**src/rtl/pix_rx_pkg.sv**
```systemverilog
`timescale 1ns/1ps
package pix_rx_pkg;
  localparam int unsigned PIX_BITS  = 24;
  localparam int unsigned PIX_CNT_W = $clog2(PIX_BITS + 1);

  // Field order follows arrival order: first byte in the top field.
  typedef struct packed {
    logic [7:0] grn;
    logic [7:0] red;
    logic [7:0] blu;
  } pix_word_t;
endpackage

```
**src/rtl/pix_sync_edge.sv**
```systemverilog
`timescale 1ns/1ps
// Brings the asynchronous serial input into the local clock domain and
// flags the cycle in which a low-to-high change becomes visible.
module pix_sync_edge #(
  parameter int unsigned STAGES = 2
) (
  input  logic clk,
  input  logic rst_n,
  input  logic din,
  output logic level,
  output logic rise
);
  // pipe[STAGES-1] is the synchronised level; pipe[STAGES] is its
  // one-cycle-old copy used for edge detection.
  logic [STAGES:0] pipe;

  always_ff @(posedge clk or negedge rst_n) begin
    if (!rst_n) pipe <= '0;
    else        pipe <= {pipe[STAGES-1:0], din};
  end

  assign level = pipe[STAGES-1];
  assign rise  = pipe[STAGES-1] & ~pipe[STAGES];
endmodule

```
**src/rtl/pix_bit_timer.sv**
```systemverilog
`timescale 1ns/1ps
// Per-bit timer driven by the node's own clock. An edge is accepted only
// when the previous bit is at least MIN_BIT_CYC cycles old; the timer then
// produces the forwarding strobe and the single sampling strobe.
module pix_bit_timer #(
  parameter int unsigned FWD_CYC     = 10,
  parameter int unsigned ZERO_HI_CYC = 18,
  parameter int unsigned MIN_BIT_CYC = 38
) (
  input  logic clk,
  input  logic rst_n,
  input  logic rise,
  output logic start,
  output logic fwd_stb,
  output logic sample_stb
);
  localparam int unsigned SAMPLE_CYC = FWD_CYC + ZERO_HI_CYC;
  localparam int unsigned TW         = $clog2(MIN_BIT_CYC + 1);
  localparam logic [TW-1:0] T_FWD    = TW'(FWD_CYC);
  localparam logic [TW-1:0] T_SMP    = TW'(SAMPLE_CYC);
  localparam logic [TW-1:0] T_MIN    = TW'(MIN_BIT_CYC);

  logic [TW-1:0] age;     // cycles since the last accepted edge, saturating
  logic          primed;  // an edge has been accepted since reset
  logic          armed;

  assign armed = !primed || (age == T_MIN);
  assign start = rise && armed;

  always_ff @(posedge clk or negedge rst_n) begin
    if (!rst_n) begin
      age    <= '0;
      primed <= 1'b0;
    end else if (start) begin
      age    <= TW'(1);
      primed <= 1'b1;
    end else if (primed && age != T_MIN) begin
      age    <= age + TW'(1);
    end
  end

  assign fwd_stb    = primed && (age == T_FWD);
  assign sample_stb = primed && (age == T_SMP);
endmodule

```
**src/rtl/pix_word_capture.sv**
```systemverilog
`timescale 1ns/1ps
// Collects the node's own colour bits and latches them after a long low.
module pix_word_capture
  import pix_rx_pkg::*;
#(
  parameter int unsigned LATCH_CYC = 450
) (
  input  logic      clk,
  input  logic      rst_n,
  input  logic      level,
  input  logic      sample_stb,
  output logic      full,
  output pix_word_t color_q,
  output logic      color_vld
);
  localparam int unsigned LW          = $clog2(LATCH_CYC + 1);
  localparam logic [LW-1:0] LOW_SAT   = LW'(LATCH_CYC);
  localparam logic [LW-1:0] LOW_LAST  = LW'(LATCH_CYC - 1);
  localparam logic [PIX_CNT_W-1:0] WORD_N = PIX_CNT_W'(PIX_BITS);

  logic [PIX_BITS-1:0]  shreg;
  logic [PIX_CNT_W-1:0] taken;
  logic [LW-1:0]        low_run;
  logic                 latch_hit;

  assign full      = (taken == WORD_N);
  // Fires once per low run: the counter saturates past this value.
  assign latch_hit = !level && (low_run == LOW_LAST);

  always_ff @(posedge clk or negedge rst_n) begin
    if (!rst_n)              low_run <= '0;
    else if (level)          low_run <= '0;
    else if (low_run != LOW_SAT) low_run <= low_run + LW'(1);
  end

  always_ff @(posedge clk or negedge rst_n) begin
    if (!rst_n) begin
      shreg     <= '0;
      taken     <= '0;
      color_q   <= '0;
      color_vld <= 1'b0;
    end else begin
      color_vld <= 1'b0;
      if (latch_hit && taken != '0) begin
        color_q   <= pix_word_t'(shreg);
        color_vld <= 1'b1;
        taken     <= '0;
      end else if (sample_stb && !full) begin
        shreg <= {shreg[PIX_BITS-2:0], level};
        taken <= taken + PIX_CNT_W'(1);
      end
    end
  end
endmodule

```
**src/rtl/pix_fwd_gen.sv**
```systemverilog
`timescale 1ns/1ps
// Rebuilds forwarded pulses: high at the forwarding strobe, set to the
// sampled value at the sampling strobe, and a sampled 1 held ZERO_HI_CYC more.
module pix_fwd_gen #(
  parameter int unsigned ZERO_HI_CYC = 18
) (
  input  logic clk,
  input  logic rst_n,
  input  logic start,
  input  logic full,
  input  logic fwd_stb,
  input  logic sample_stb,
  input  logic level,
  output logic dout
);
  localparam int unsigned EW = $clog2(ZERO_HI_CYC + 1);
  localparam logic [EW-1:0] HOLD_N = EW'(ZERO_HI_CYC);

  logic          relay;  // the bit in flight belongs to the next node
  logic [EW-1:0] hold;

  always_ff @(posedge clk or negedge rst_n) begin
    if (!rst_n)     relay <= 1'b0;
    else if (start) relay <= full;
  end

  always_ff @(posedge clk or negedge rst_n) begin
    if (!rst_n) begin
      dout <= 1'b0;
      hold <= '0;
    end else if (relay && fwd_stb) begin
      dout <= 1'b1;
    end else if (relay && sample_stb) begin
      dout <= level;
      hold <= level ? HOLD_N : '0;
    end else if (hold != '0) begin
      hold <= hold - EW'(1);
      if (hold == EW'(1)) dout <= 1'b0;
    end
  end
endmodule

```
**src/rtl/pix_cascade_rx.sv**
```systemverilog
`timescale 1ns/1ps
// One node of a single-wire cascaded pixel chain. All timing is given in
// local clock cycles; sampling happens FWD_CYC + ZERO_HI_CYC after an edge.
// MIN_BIT_CYC + FWD_CYC must exceed the sample point plus ZERO_HI_CYC.
module pix_cascade_rx #(
  parameter int unsigned FWD_CYC     = 10,
  parameter int unsigned ZERO_HI_CYC = 18,
  parameter int unsigned MIN_BIT_CYC = 38,
  parameter int unsigned LATCH_CYC   = 450,
  parameter int unsigned SYNC_STAGES = 2
) (
  input  logic        clk,
  input  logic        rst_n,
  input  logic        din,
  output logic        dout,
  output logic [23:0] color_q,
  output logic        color_vld
);
  import pix_rx_pkg::*;

  logic      lvl;
  logic      rise;
  logic      start;
  logic      fwd_stb;
  logic      sample_stb;
  logic      full;
  pix_word_t word_q;

  pix_sync_edge #(.STAGES(SYNC_STAGES)) u_sync (
    .clk(clk), .rst_n(rst_n), .din(din), .level(lvl), .rise(rise)
  );

  pix_bit_timer #(
    .FWD_CYC(FWD_CYC), .ZERO_HI_CYC(ZERO_HI_CYC), .MIN_BIT_CYC(MIN_BIT_CYC)
  ) u_timer (
    .clk(clk), .rst_n(rst_n), .rise(rise), .start(start),
    .fwd_stb(fwd_stb), .sample_stb(sample_stb)
  );

  pix_word_capture #(.LATCH_CYC(LATCH_CYC)) u_cap (
    .clk(clk), .rst_n(rst_n), .level(lvl), .sample_stb(sample_stb),
    .full(full), .color_q(word_q), .color_vld(color_vld)
  );

  pix_fwd_gen #(.ZERO_HI_CYC(ZERO_HI_CYC)) u_fwd (
    .clk(clk), .rst_n(rst_n), .start(start), .full(full),
    .fwd_stb(fwd_stb), .sample_stb(sample_stb), .level(lvl), .dout(dout)
  );

  assign color_q = word_q;
endmodule

```
**config.mk**
```make
export PLATFORM = sky130hd
export DESIGN_NAME = pix_cascade_rx
export DESIGN_NICKNAME = d
export VERILOG_FILES = /design/src/rtl/pix_rx_pkg.sv /design/src/rtl/pix_sync_edge.sv /design/src/rtl/pix_bit_timer.sv /design/src/rtl/pix_word_capture.sv /design/src/rtl/pix_fwd_gen.sv /design/src/rtl/pix_cascade_rx.sv
export SDC_FILE = /design/constraint.sdc
export NUM_CORES = 1
export LEC_CHECK = 0
export BUFFER_PORTS_ARGS = -buffer_cell sky130_fd_sc_hd__buf_4
export CORE_ASPECT_RATIO = 1.1
export CORE_MARGIN = 4
export CORE_UTILIZATION = 59
export DETAILED_ROUTE_END_ITERATION = 12
export PLACE_DENSITY = 0.78
export SLEW_MARGIN = 15
export SYNTH_ARGS = -nofsm -noshare
export SYNTH_HDL_FRONTEND = slang
export SYNTH_HIERARCHICAL = 1
export SYNTH_SLANG_ARGS = --single-unit
```
**constraint.sdc**
```tcl
create_clock -name clk -period 3.04 [get_ports clk]
set_input_delay 0.608 -clock clk [delete_from_list [all_inputs] [get_ports clk]]
set_output_delay 0.608 -clock clk [all_outputs]
set_load 0.05 [all_outputs]
```
---- Word-level counts from Yosys, hierarchy flattened ----
Cells that the tools add are included.
word-level totals
  bits of input ports ..................... 3
  RAM bits ................................ 0
  flip-flop bits (word level) ............. 80
  bits in latches ......................... 0
  memories ................................ 0
  output and inout port bits .............. 26
  word-level logic and storage cells ...... 67
  ROM bits ................................ 0
operators by class
  reductions and logical operators ........ 24
  bitwise gates (word level) .............. 4
  add/sub/neg operators ................... 4
  muxes and demuxes ....................... 14
  equal/unequal tests ..................... 8
  divide/modulo/power cells ............... 0
  $mul .................................... 0
  $lt $le $gt $ge ......................... 0
  shift operators ......................... 0
operators by type and width
  operator                                             number
  two-way mux 5 bit                                    5
  two-way mux 9 bit                                    2
  two-way mux 6 bit                                    2
  nonzero test 5 bit                                   2
  adder 9 x 1 -> 9 bit, second input constant          1
  equality test 9 bit, second input constant           1
  logical AND 1 bit                                    9
  inequality test 9 bit, second input constant         1
  nonzero test 2 bit                                   4
  adder 6 x 1 -> 6 bit, second input constant          1
  equality test 6 x 4 -> 1 bit, second input constant  1
  equality test 6 x 5 -> 1 bit, second input constant  1
  equality test 6 bit, second input constant           1
  inequality test 6 bit, second input constant         1
  AND reduction 2 bit                                  3
  nonzero test 3 bit                                   2
  adder 5 x 1 -> 5 bit, second input constant          1
  equality test 5 x 1 -> 1 bit, second input constant  1
  equality test 5 bit, second input constant           1
  two-way mux 1 bit                                    5
  subtractor 5 x 1 -> 5 bit, second input constant     1
  zero test 1 bit                                      3
  inverter 1 bit                                       3
  AND 1 bit                                            1
  logical OR 1 bit                                     1

---- Logic depth before layout (Yosys ltp) ----
Gate-level depths: netlist of run 1.
  depth in word-level cells ............... 5
  gate-level depth with buffers ........... 8
  mapped depth without buffers ............ 8

---- Hierarchy ----
Netlist of run 1, hierarchy kept.
by module, submodules not included
  module            seq. area each (sq um)  cells each  area an instance (sq um)  instances
  pix_word_capture  1576.5                  233         2692.6                    1
  pix_bit_timer     175.2                   43          440.4                     1
  pix_fwd_gen       175.2                   42          406.6                     1
  pix_sync_edge     75.1                    4           88.8                      1

---- Worst setup path before layout of run 1 ----
OpenSTA, ideal clock, no wires.
  kind .................................... reg2reg
  start point ............................. reg u_timer.age[0]
  end point ............................... reg u_cap.shreg[10]
  setup time .............................. 0.125 ns
  period minus slack after synthesis ...... 2.548 ns
  path buffers ............................ 1
  stages on the path, launching flop included .. 9
  arrival time ............................ 2.423 ns
  data required time ...................... 2.915 ns
  setup slack ............................. 0.492 ns
  cell sequence ........................... dfrtp_1 > inv_1 > ha_1 > nand3_1 > nor3_1 > o21ai_0 > nor2_8 > buf_12 > mux2_4
between the ends
  cells in the longest elaborated chain, start to end .. 4
RTL lines
  what                           line                    text
  start, declared                pix_bit_timer.sv:23     logic [TW-1:0] age;
  start signal, assigned         pix_bit_timer.sv:38     age <= age + TW'(1);
  equality test 6 x 5 -> 1 bit   pix_bit_timer.sv:43     assign sample_stb = primed && (age == T_SMP);
  logical AND 1 bit              pix_bit_timer.sv:43
  named net sample_stb           pix_cascade_rx.sv:25    logic sample_stb;
  logical AND 1 bit              pix_word_capture.sv:48  end else if (sample_stb && !full) begin
  AND reduction 2 bit (no line)  n/a
  end signal, assigned           pix_word_capture.sv:49  shreg <= {shreg[PIX_BITS-2:0], level};
  end, declared                  pix_word_capture.sv:21  logic [PIX_BITS-1:0] shreg;
The timed path passes the listed nets, and every way through them passes these cells.
A chain may end at the register's enable or synchronous reset.

---- Worst setup path after layout of run 1 ----
  start point ............................. reg u_cap.taken[0]
  end point ............................... reg u_cap.shreg[2]
between the ends
  cells in the longest elaborated chain, start to end .. 4
  elaborated cells on any way between the ends .. 7
  those cells by class .................... eq/ne: 1; bitwise: 1; reduce/logical: 5
RTL lines
  what                                                              line                                            text
  start, declared                                                   pix_word_capture.sv:22                          logic [PIX_CNT_W-1:0] taken;
  start signal, assigned                                            pix_word_capture.sv:50                          taken <= taken + PIX_CNT_W'(1);
  equality test 5 bit / nonzero test 5 bit (equally long branches)  pix_word_capture.sv:26, pix_word_capture.sv:44
  zero test 1 bit / logical AND 1 bit (equally long branches)       pix_word_capture.sv:48, pix_word_capture.sv:44
  logical AND 1 bit / inverter 1 bit (equally long branches)        n/a
  AND reduction 2 bit (no line) *                                   n/a
Every way passes the cells marked *; elsewhere a longest branch is shown, timed or not.

==> results of run 1 <==
==> worst max-delay path by stage <==
| stage | start | end | cells past startpoint |
|---|---|---|---|
| floorplan | u_timer/age[0] | u_cap/shreg[10] | 8 |
| global route | u_cap/taken[0] | u_cap/shreg[1] | 7 |
| CTS | u_cap/taken[0] | u_cap/shreg[2] | 7 |
| detailed placement | u_cap/taken[0] | u_cap/shreg[2] | 7 |
| global placement | u_cap/taken[0] | u_cap/shreg[2] | 7 |
| finish | u_cap/taken[0] | u_cap/shreg[2] | 7 |
==> worst reg2reg max path, cell delays in order, from the launching register on <==
cell     delay, ns
dfrtp_1       0.43
inv_1         0.08
ha_1          0.15
or4b_4        0.47
nand4_4       0.31
inv_4         0.23
nor2_8        0.49
mux2_2        0.40
==> power by group through the flow <==
stage | Sequential, mW | Combinational, mW | Clock, mW
2_1_floorplan | 1.22 | 0.311 | 0
3_3_place_gp | 1.24 | 0.323 | 0
3_5_place_dp | 1.25 | 0.341 | 0
4_1_cts | 1.23 | 0.342 | 0.854
5_1_grt | 1.25 | 0.382 | 0.899
6_report | 1.23 | 0.337 | 0.832
==> logic make-up (layout without fill, tap and decap cells) <==
group	after synthesis	after routing	share of synthesized area, %
buffers and inverters	20	56	3.38
AOI/OAI and AO/OA	29	29	5.72
adders and majority gates	10	10	3.45
xor gates and xnor gates	9	9	2.17
DFF	80	80	55.2
muxes	26	26	10.6
and+or+nand+nor	148	148	19.6
==> sequential cells by signal, indices dropped and copies added, names as in the netlist <==
name and count:
u_cap/shreg 24, u_timer/age 6, u_sync/pipe 3, u_fwd/hold 5, u_timer/primed 1, u_fwd/relay 1, u_fwd/dout 1, u_cap/taken 5
u_cap/color_q 24, u_cap/low_run 9, u_cap/color_vld 1
==> layout by cell type (no fill, tap or decap), drive strengths merged, types with 8 or more instances in the layout <==
| master | synthesis | layout |
|---|---|---|
| nand2 | 91 | 91 |
| dfrtp | 80 | 80 |
| buf | 7 | 30 |
| mux2 | 25 | 25 |
| nor2 | 17 | 17 |
| nand3 | 11 | 11 |
| ha | 10 | 10 |
| clkbuf | 3 | 10 |
| inv | 10 | 10 |
| o21ai | 8 | 8 |
==> layout make-up <==
| class | instances | area (sq um) |
|---|---|---|
| Clock buffer | 10 | 128 |
| Clock inverter | 6 | 83.8 |
| Fill cell | 447 | 1800 |
| Inverter | 10 | 40.0 |
| Multi-Input combinational cell | 222 | 1500 |
| Sequential cell | 80 | 2000 |
| Tap cell | 77 | 96.3 |
| Timing Repair Buffer | 30 | 225 |
==> cell usage after synthesis, drive strengths merged <==
master and count:
a21oi 6, nor3b 2, a211oi 1, nand3 11, or4b 2, and4 1
mux2i 1, and2 1, xor2 5, or2 1, o31a 1, ha 10
o31ai 1, a311o 1, a21o 1, nand4 6, buf 7, nor4 1
clkbuf 3, nand2 91, o221ai 1, o21a 1, a41oi 1, inv 10
nand4b 1, a311oi 1, nor3 4, xnor2 4, nor2 17, a32o 1
a22o 1, and3 3, o311ai 1, a211o 1, nor2b 4, dfrtp 80
and4b 1, a31o 1, o211ai 1, or3 1, nand2b 1, o21ai 8
mux2 25
==> per-stage QoR <==
stage	power (mW)	hold WS [ns]	instance area [sq um]
global route	2.53	0.354	4080
floorplan	1.53	0.312	3630
detailed placement	1.59	0.338	3870
finish	2.40	0.358	4080
global placement	1.57	0.336	3870
CTS	2.43	0.350	4080
==> per-layer routing <==
layer | share of wire, % | up-vias | global-route usage, % | routed length (um)
li1 | - | 1141 | - | -
met1 | 45 | 1169 | 25.5 | 2820
met2 | 51 | 41 | 29.1 | 3190
met3 | 2.5 | 13 | 3.19 | 157
met4 | 1.9 | 0 | 10.2 | 122
met5 | 0 | - | 0 | 0
==> flow_summary.yaml, run 1 <==
status:
  status: "finished, final reports clean"
clocking:
  cts_resized: 0
  clkSlewWorstSetupHoldPaths_ns: 0.08
  numClockSinks: 80
  post_cts_buffers: 0
  tritoncts: "built"
  postCtsHoldBufs: 0
  cts_inserted_buffers: 9
  h-tree-depth: 3
  root_buffer: "clkbuf_8"
  clk_latency_ns: 0.34
  clk_path_buf_depth: 2
global_routing:
  grt_pass1_vias: 2411
  grt_first_pass_wirelength_um: 10900
  grt.overflow.total: 0
  antenna_found_initial: 0
  grt_max_degree: 81
  grt.total_usage_pct: 19.0
sta:
  finalCritPeriodShare_pct: 87.5
  final.setup.tns_ns: 0
  hold_viol_final: 0
  setup_violations: 0
  relSlewSlack_pct: 35.3
  grt_setup_unrepaired: "false"
  tightest_slew_ns: 0.971
  min_period_ns: 2.66
  fin_ws_ns: 0.379
  finalMaxSlewViolations: 0
  max_freq_mhz: 376
  finClkSkew_ns: 0.00527
pwr:
  pwr-share-comb_pct: 14.0
  p_sw_uw: 636
  seq_power_share_pct: 51.3
  switching_share_pct: 26.5
  power_leakage_nw: 2.07
  internal_power_mw: 1.76
  power.density_nw_per_um2: 589
  p_clk_share_pct: 34.6
  max-vdd-ir-drop_v: 0.000366
synthesis:
  synthCells: 322
  yosysWarnings: 6
  yosysSeqAreaShare_pct: 55.2
  yosysTopAreaCell: "dfrtp_1"
  syn_avg_cell_area_sq_um: 11.3
  synth.top_cell.area_share_pct: 55.2
  syn-cell-area_sq_um: 3630
  ys_ff_latch: 80
  syn-num-nets: 335
  yosys-top-cells-area: "dfrtp_1, nand2_1, mux2_4"
  synth_cell_types: 54
route:
  drcViolationCount: 0
  drt-wirelength-per-cell_um: 14.4
  drt_iter0_markers: 95
  drt_wl_total_um: 6280
  viasPerCell: 5.43
  drt-pass1-iter-count: 6
  postRouteAntennaNets: 0
  vias: 2364
setup_path:
  critical_path.top_delay_family: "simple AND/OR/NAND/NOR gates"
  slowest_stage: "nor2_8"
  worstPathRequired_ns: 3.27
  r2r_slack_ns: 0.38
  cp_max_fo: 31
  cp.arrival_ns: 2.89
  reg2reg_depth: 7
  r2r-end: "u_cap/shreg[2]"
  cpPeakStageDelay_ns: 0.48
  cp-end-kind: "register"
  crit_chain: "inv_1, ha_1, or4b_4, nand4_4, inv_4, nor2_8, mux2_2"
  crit_path_start_kind: "register"
  critical_path_class: "register to register"
  crit_buf_inv: 2
  reg2reg_from: "u_cap/taken[0]"
placed_design:
  place.gp.congestion: 0.774
  dp.cells: 419
  dp_hpwl_um: 4150
  port-buffer-count: 28
  dp_slack_ns: 0.359
min_path:
  holdCritStartpoint: "u_sync/pipe[0]"
  worstHoldPathType: "register to register"
  min_path_cells: 0
  worstHoldEndpoint: "u_sync/pipe[1]"
floorplanning:
  num_io_pins: 29
  die_x_um: 82.8
  core_sq_um: 5880
  dieArea_sq_um: 7470
  die_h_um: 90.3
  fp-row-count: 29
  start_util_pct: 61.7
final_layout:
  final-instance-count-excl-fill: 435
  finalNetCount: 366
  syn_to_final_growth_pct: 12.4
  final_core_util_pct: 69.4
  diodes: 0
  final_layout_size_suffix_gt1_share_pct: 22.9
job:
  cap_violations: 0
Power figures use the tool's default switching activity.
==> inputs of run 2 (changes only) <==
--- a/config.mk
+++ b/config.mk
@@ -8,9 +8,9 @@
 export BUFFER_PORTS_ARGS = -buffer_cell sky130_fd_sc_hd__buf_4
 export CORE_ASPECT_RATIO = 1.1
 export CORE_MARGIN = 4
-export CORE_UTILIZATION = 59
+export CORE_UTILIZATION = 64
 export DETAILED_ROUTE_END_ITERATION = 12
-export PLACE_DENSITY = 0.78
+export PLACE_DENSITY = 0.83
 export SLEW_MARGIN = 15
 export SYNTH_ARGS = -nofsm -noshare
 export SYNTH_HDL_FRONTEND = slang
==> constraint.sdc (replaced) <==
create_clock -name clk -period 3.1 [get_ports clk]
set_input_delay 0.62 -clock clk [delete_from_list [all_inputs] [get_ports clk]]
set_output_delay 0.62 -clock clk [all_outputs]
set_load 0.05 [all_outputs]
==> run 2 against run 1 <==
Utilization increased by 5.8 points. Sequential power about the same. Maximum frequency increased by 11%. Wire length increased by 2.3%. Combinational power decreased by 2%. Register-to-register slack improved by 0.33 ns. Via count decreased by 0.47%. Power decreased by 1.9%. Clock skew increased by 0.0069 ns. Sequential share of layout area about the same. Non-clock buffer count increased by 1. Critical path depth unchanged. Critical endpoint is now u_cap/shreg[1]. Highest routed layer unchanged.
==> flow_summary.yaml, run 2 (synthesized netlist as in run 1, its figures left out) <==
status:
  status: "finished, final reports clean"
global_routing:
  grt.overflow.total: 0
  grt_pass1_vias: 2426
  grt.total_usage_pct: 21.5
  antenna_found_initial: 0
  grt_max_degree: 81
  grt_first_pass_wirelength_um: 11400
clocking:
  tritoncts: "built"
  h-tree-depth: 3
  cts_resized: 0
  post_cts_buffers: 0
  cts_inserted_buffers: 9
  root_buffer: "clkbuf_8"
  postCtsHoldBufs: 0
  clk_path_buf_depth: 2
  numClockSinks: 80
  clk_latency_ns: 0.35
  clkSlewWorstSetupHoldPaths_ns: 0.08
route:
  viasPerCell: 5.45
  drt_iter0_markers: 111
  drcViolationCount: 0
  postRouteAntennaNets: 0
  vias: 2353
  drt-wirelength-per-cell_um: 14.9
  drt_wl_total_um: 6430
  drt-pass1-iter-count: 4
setup_path:
  crit_buf_inv: 2
  worstPathRequired_ns: 3.33
  cp.arrival_ns: 2.62
  critical_path_class: "register to register"
  critical_path.top_delay_family: "simple AND/OR/NAND/NOR gates"
  cp_max_fo: 31
  crit_chain: "inv_1, ha_1, or4b_4, nand4_4, inv_4, nor2_8, mux2_2"
  slowest_stage: "or4b_4"
  cpPeakStageDelay_ns: 0.47
  crit_path_start_kind: "register"
  r2r_slack_ns: 0.70
  cp-end-kind: "register"
placed_design:
  dp.cells: 418
  place.gp.congestion: 0.796
  port-buffer-count: 28
  dp_hpwl_um: 4000
sta:
  finalMaxSlewViolations: 0
  finClkSkew_ns: 0.0121
  min_period_ns: 2.40
  setup_violations: 0
  max_freq_mhz: 417
  grt_setup_unrepaired: "false"
  final.setup.tns_ns: 0
  hold_viol_final: 0
  timing.hold.ws_ns: 0.355
  finalCritPeriodShare_pct: 77.3
  tightest_slew_ns: 0.961
  relSlewSlack_pct: 35.9
min_path:
  worstHoldPathType: "register to register"
floorplanning:
  dieArea_sq_um: 6940
  die_h_um: 87.0
  die_x_um: 79.8
  start_util_pct: 66.8
  num_io_pins: 29
  fp-row-count: 28
  core_sq_um: 5430
pwr:
  power.density_nw_per_um2: 577
  power_leakage_nw: 2.07
  max-vdd-ir-drop_v: 0.000397
final_layout:
  final-instance-count-excl-fill: 432
  largestRegisters: "u_cap/color_q x24, u_cap/shreg x24, u_cap/low_run x9"
  diodes: 0
  final_common_cell: "nand2_1"
  fill_cells: 360
  final_cell_mix: "nand2_1, dfrtp_1, buf_4"
  finalNetCount: 367
  final_layout_size_suffix_gt1_share_pct: 22.7
  syn_to_final_growth_pct: 12.5
job:
  cap_violations: 0
[run 2: changes by cell type in the layout (fill, tap and decap cells not counted), sizes merged]
cell / previous run / this run
buf: 30 / 31
clkinvlp: 0 / 1
clkbuf: 10 / 11
clkinv: 4 / 0
[run 2: final cells by class]
type	count	area [sq um]	area share, %
Clock buffer	11	141	3.46
Clock inverter	3	67.6	1.66
Inverter	10	40.0	0.981
Multi-Input combinational cell	222	1500	36.8
Sequential cell	80	2000	49.0
Tap cell	75	93.8	2.30
Timing Repair Buffer	31	233	5.70
[run 2: final timing paths]
path	to	cells past startpoint	start
max in group asynchronous	u_cap/color_q[15]	1	rst_n
worst min-delay path	u_sync/pipe[1]	0	u_sync/pipe[0]
worst min register to register	u_sync/pipe[1]	0	u_sync/pipe[0]
worst max-delay path	u_cap/shreg[1]	7	u_cap/taken[0]
worst max register to register	u_cap/shreg[1]	7	u_cap/taken[0]
min in group asynchronous	u_cap/low_run[6]	1	rst_n
[run 2: routing by layer]
layer	share of wire (%)	track usage (%)	vias to the layer above
li1	-	-	1142
met1	45	27.5	1156
met2	50	35.0	45
met3	3.2	4.35	10
met4	1.6	10.6	0
met5	0	0	-
[run 2: power breakdown]
| part | switching (mW) | internal [mW] |
|---|---|---|
| clock network | 0.351 | 0.467 |
| registers | 0.0950 | 1.11 |
| logic | 0.163 | 0.167 |
[run 2: per-stage QoR]
stage | setup slack (ns) | instance area (sq um) | util [%] | power [mW]
global route | 0.566 | 4080 | 75.2 | 2.47
floorplan | 0.552 | 3630 | - | 1.50
global placement | 0.797 | 3870 | 71.3 | 1.54
CTS | 0.711 | 4080 | 75.2 | 2.37
finish | 0.704 | 4080 | 75.2 | 2.36
detailed placement | 0.744 | 3870 | 71.3 | 1.56
==> inputs of run 3 (changes only) <==
--- a/config.mk
+++ b/config.mk
@@ -8,9 +8,9 @@
 export BUFFER_PORTS_ARGS = -buffer_cell sky130_fd_sc_hd__buf_4
 export CORE_ASPECT_RATIO = 1.1
 export CORE_MARGIN = 4
-export CORE_UTILIZATION = 64
+export CORE_UTILIZATION = 59
 export DETAILED_ROUTE_END_ITERATION = 12
-export PLACE_DENSITY = 0.83
+export PLACE_DENSITY = 0.78
 export SLEW_MARGIN = 15
 export SYNTH_ARGS = -nofsm -noshare
 export SYNTH_HDL_FRONTEND = slang
==> constraint.sdc (replaced) <==
create_clock -name clk -period 2.4 [get_ports clk]
set_input_delay 0.48 -clock clk [delete_from_list [all_inputs] [get_ports clk]]
set_output_delay 0.48 -clock clk [all_outputs]
set_load 0.05 [all_outputs]
==> run 3 against run 2 <==
Wire length fell by 0.26%. Setup slack got worse by 0.39 ns. Final cell count rose by 1.9%. Non-clock buffer count rose by 4. First-iteration DRC count rose by 28%. Via count rose by 1.4%. Critical path type unchanged.
==> flow_summary.yaml, run 3 (synthesized netlist as in run 1, its figures left out) <==
clocking:
  tritoncts: "built"
  h-tree-depth: 3
  clkSlewWorstSetupHoldPaths_ns: 0.08
  clk_latency_ns: 0.35
  post_cts_buffers: 0
  cts_resized: 0
  numClockSinks: 80
  cts_inserted_buffers: 9
  clk_path_buf_depth: 2
  root_buffer: "clkbuf_8"
  postCtsHoldBufs: 0
pwr:
  power_leakage_nw: 2.09
  max-vdd-ir-drop_v: 0.000430
  total_power_mw: 3.01
  power.density_nw_per_um2: 728
placed_design:
  port-buffer-count: 28
  dp_hpwl_um: 4260
  place.gp.congestion: 0.781
  dp_slack_ns: 0.330
setup_path:
  worstPathRequired_ns: 2.63
  cp_max_fo: 22
  r2r-end: "u_cap/shreg[1]"
  critical_path_class: "register to register"
  crit_path_start_kind: "register"
  reg2reg_from: "u_cap/taken[0]"
  r2r_slack_ns: 0.31
  cp.arrival_ns: 2.32
  reg2reg_depth: 8
  cp-end-kind: "register"
  crit_path_start: "u_cap/taken[0]"
sta:
  finalMaxSlewViolations: 0
  min_period_ns: 2.09
  finClkSkew_ns: 0.0106
  timing.hold.ws_ns: 0.177
  max_freq_mhz: 479
  relSlewSlack_pct: 53.1
  tightest_slew_ns: 0.703
  finalCritPeriodShare_pct: 87.0
  fin_ws_ns: 0.312
  hold_viol_final: 0
  setup_violations: 0
  final.setup.tns_ns: 0
  grt_setup_unrepaired: "false"
global_routing:
  grt.total_usage_pct: 19.2
  antenna_found_initial: 0
  grt_max_degree: 58
  grt_first_pass_wirelength_um: 11100
  grt.overflow.total: 0
  grt_pass1_vias: 2389
route:
  vias: 2385
  drt_iter0_markers: 142
  drt_wl_total_um: 6410
  viasPerCell: 5.42
  drcViolationCount: 0
  drt-pass1-iter-count: 4
  postRouteAntennaNets: 0
  drt-wirelength-per-cell_um: 14.6
status:
  status: "finished, final reports clean"
floorplanning:
  dieArea_sq_um: 7470
  core_sq_um: 5880
  start_util_pct: 61.7
  fp-row-count: 29
  die_h_um: 90.3
  num_io_pins: 29
  die_x_um: 82.8
final_layout:
  final_cell_mix: "nand2_1, dfrtp_1, buf_4"
  largestRegisters: "u_cap/color_q x24, u_cap/shreg x24, u_cap/low_run x9"
  final_common_cell: "nand2_1"
  final_layout_size_suffix_gt1_share_pct: 24.0
  diodes: 0
  syn_to_final_growth_pct: 13.9
  finalNetCount: 371
  final_core_util_pct: 70.3
job:
  cap_violations: 0
min_path:
  worstHoldPathType: "input pin to asynchronous set/reset pin"
==> run 3: cell types whose count changed in the layout (fill, tap and decap cells not counted), sizes merged <==
cell and delta:
buf +4, clkbuf +1, bufinv -1, clkinv +1, clkinvlp +1
==> run 3: critical path, cell delays in order, from the launching register on <==
cell and delay, ns:
dfrtp_1 0.42, inv_1 0.07, ha_1 0.16, or4b_4 0.48, nand4_4 0.13, inv_4 0.06
nor2_8 0.11, buf_12 0.21, mux2_2 0.35
==> run 3: where the power goes <==
group          internal (mW)  total [mW]  switching [mW]
Combinational          0.231       0.458           0.227
Clock                  0.512       0.985           0.473
Sequential              1.44        1.57           0.130
Total                   2.18        3.01           0.831
==> run 3: worst max-delay path by stage <==
| stage | endpoint | slack, ns | cells after the start |
|---|---|---|---|
| 3_5_place_dp | u_cap/shreg[1] | 0.33 | 8 |
| 3_3_place_gp | u_cap/shreg[2] | 0.37 | 8 |
| 5_1_grt | u_cap/shreg[1] | 0.22 | 8 |
| 2_1_floorplan | u_cap/shreg[10] | 0.18 | 8 |
| 6_report | u_cap/shreg[1] | 0.31 | 8 |
| 4_1_cts | u_cap/shreg[1] | 0.31 | 8 |
==> run 3: metrics by stage <==
stage / cell area, sq um / cells
2_1_floorplan: 3630 / 322
3_3_place_gp: 3940 / 424
3_5_place_dp: 3940 / 424
4_1_cts: 4130 / 440
5_1_grt: 4130 / 440
6_report: 4130 / 440
==> run 3: area by class of cell <==
| type | instances | area, sq um |
|---|---|---|
| timing repair buffer | 35 | 288 |
| multi-input combinational | 222 | 1510 |
| tap | 77 | 96.3 |
| sequential | 80 | 2000 |
| inverter | 10 | 40.0 |
| clock buffer | 12 | 145 |
| fill | 436 | 1740 |
| clock inverter | 4 | 53.8 |
==> run 3: per-layer routing <==
layer	up-vias	global-route usage (%)	wire length, um
met3	6	5.09	217
li1	1150	-	-
met2	32	30.3	3210
met5	-	0	0
met1	1197	25.6	2920
met4	0	6.54	63
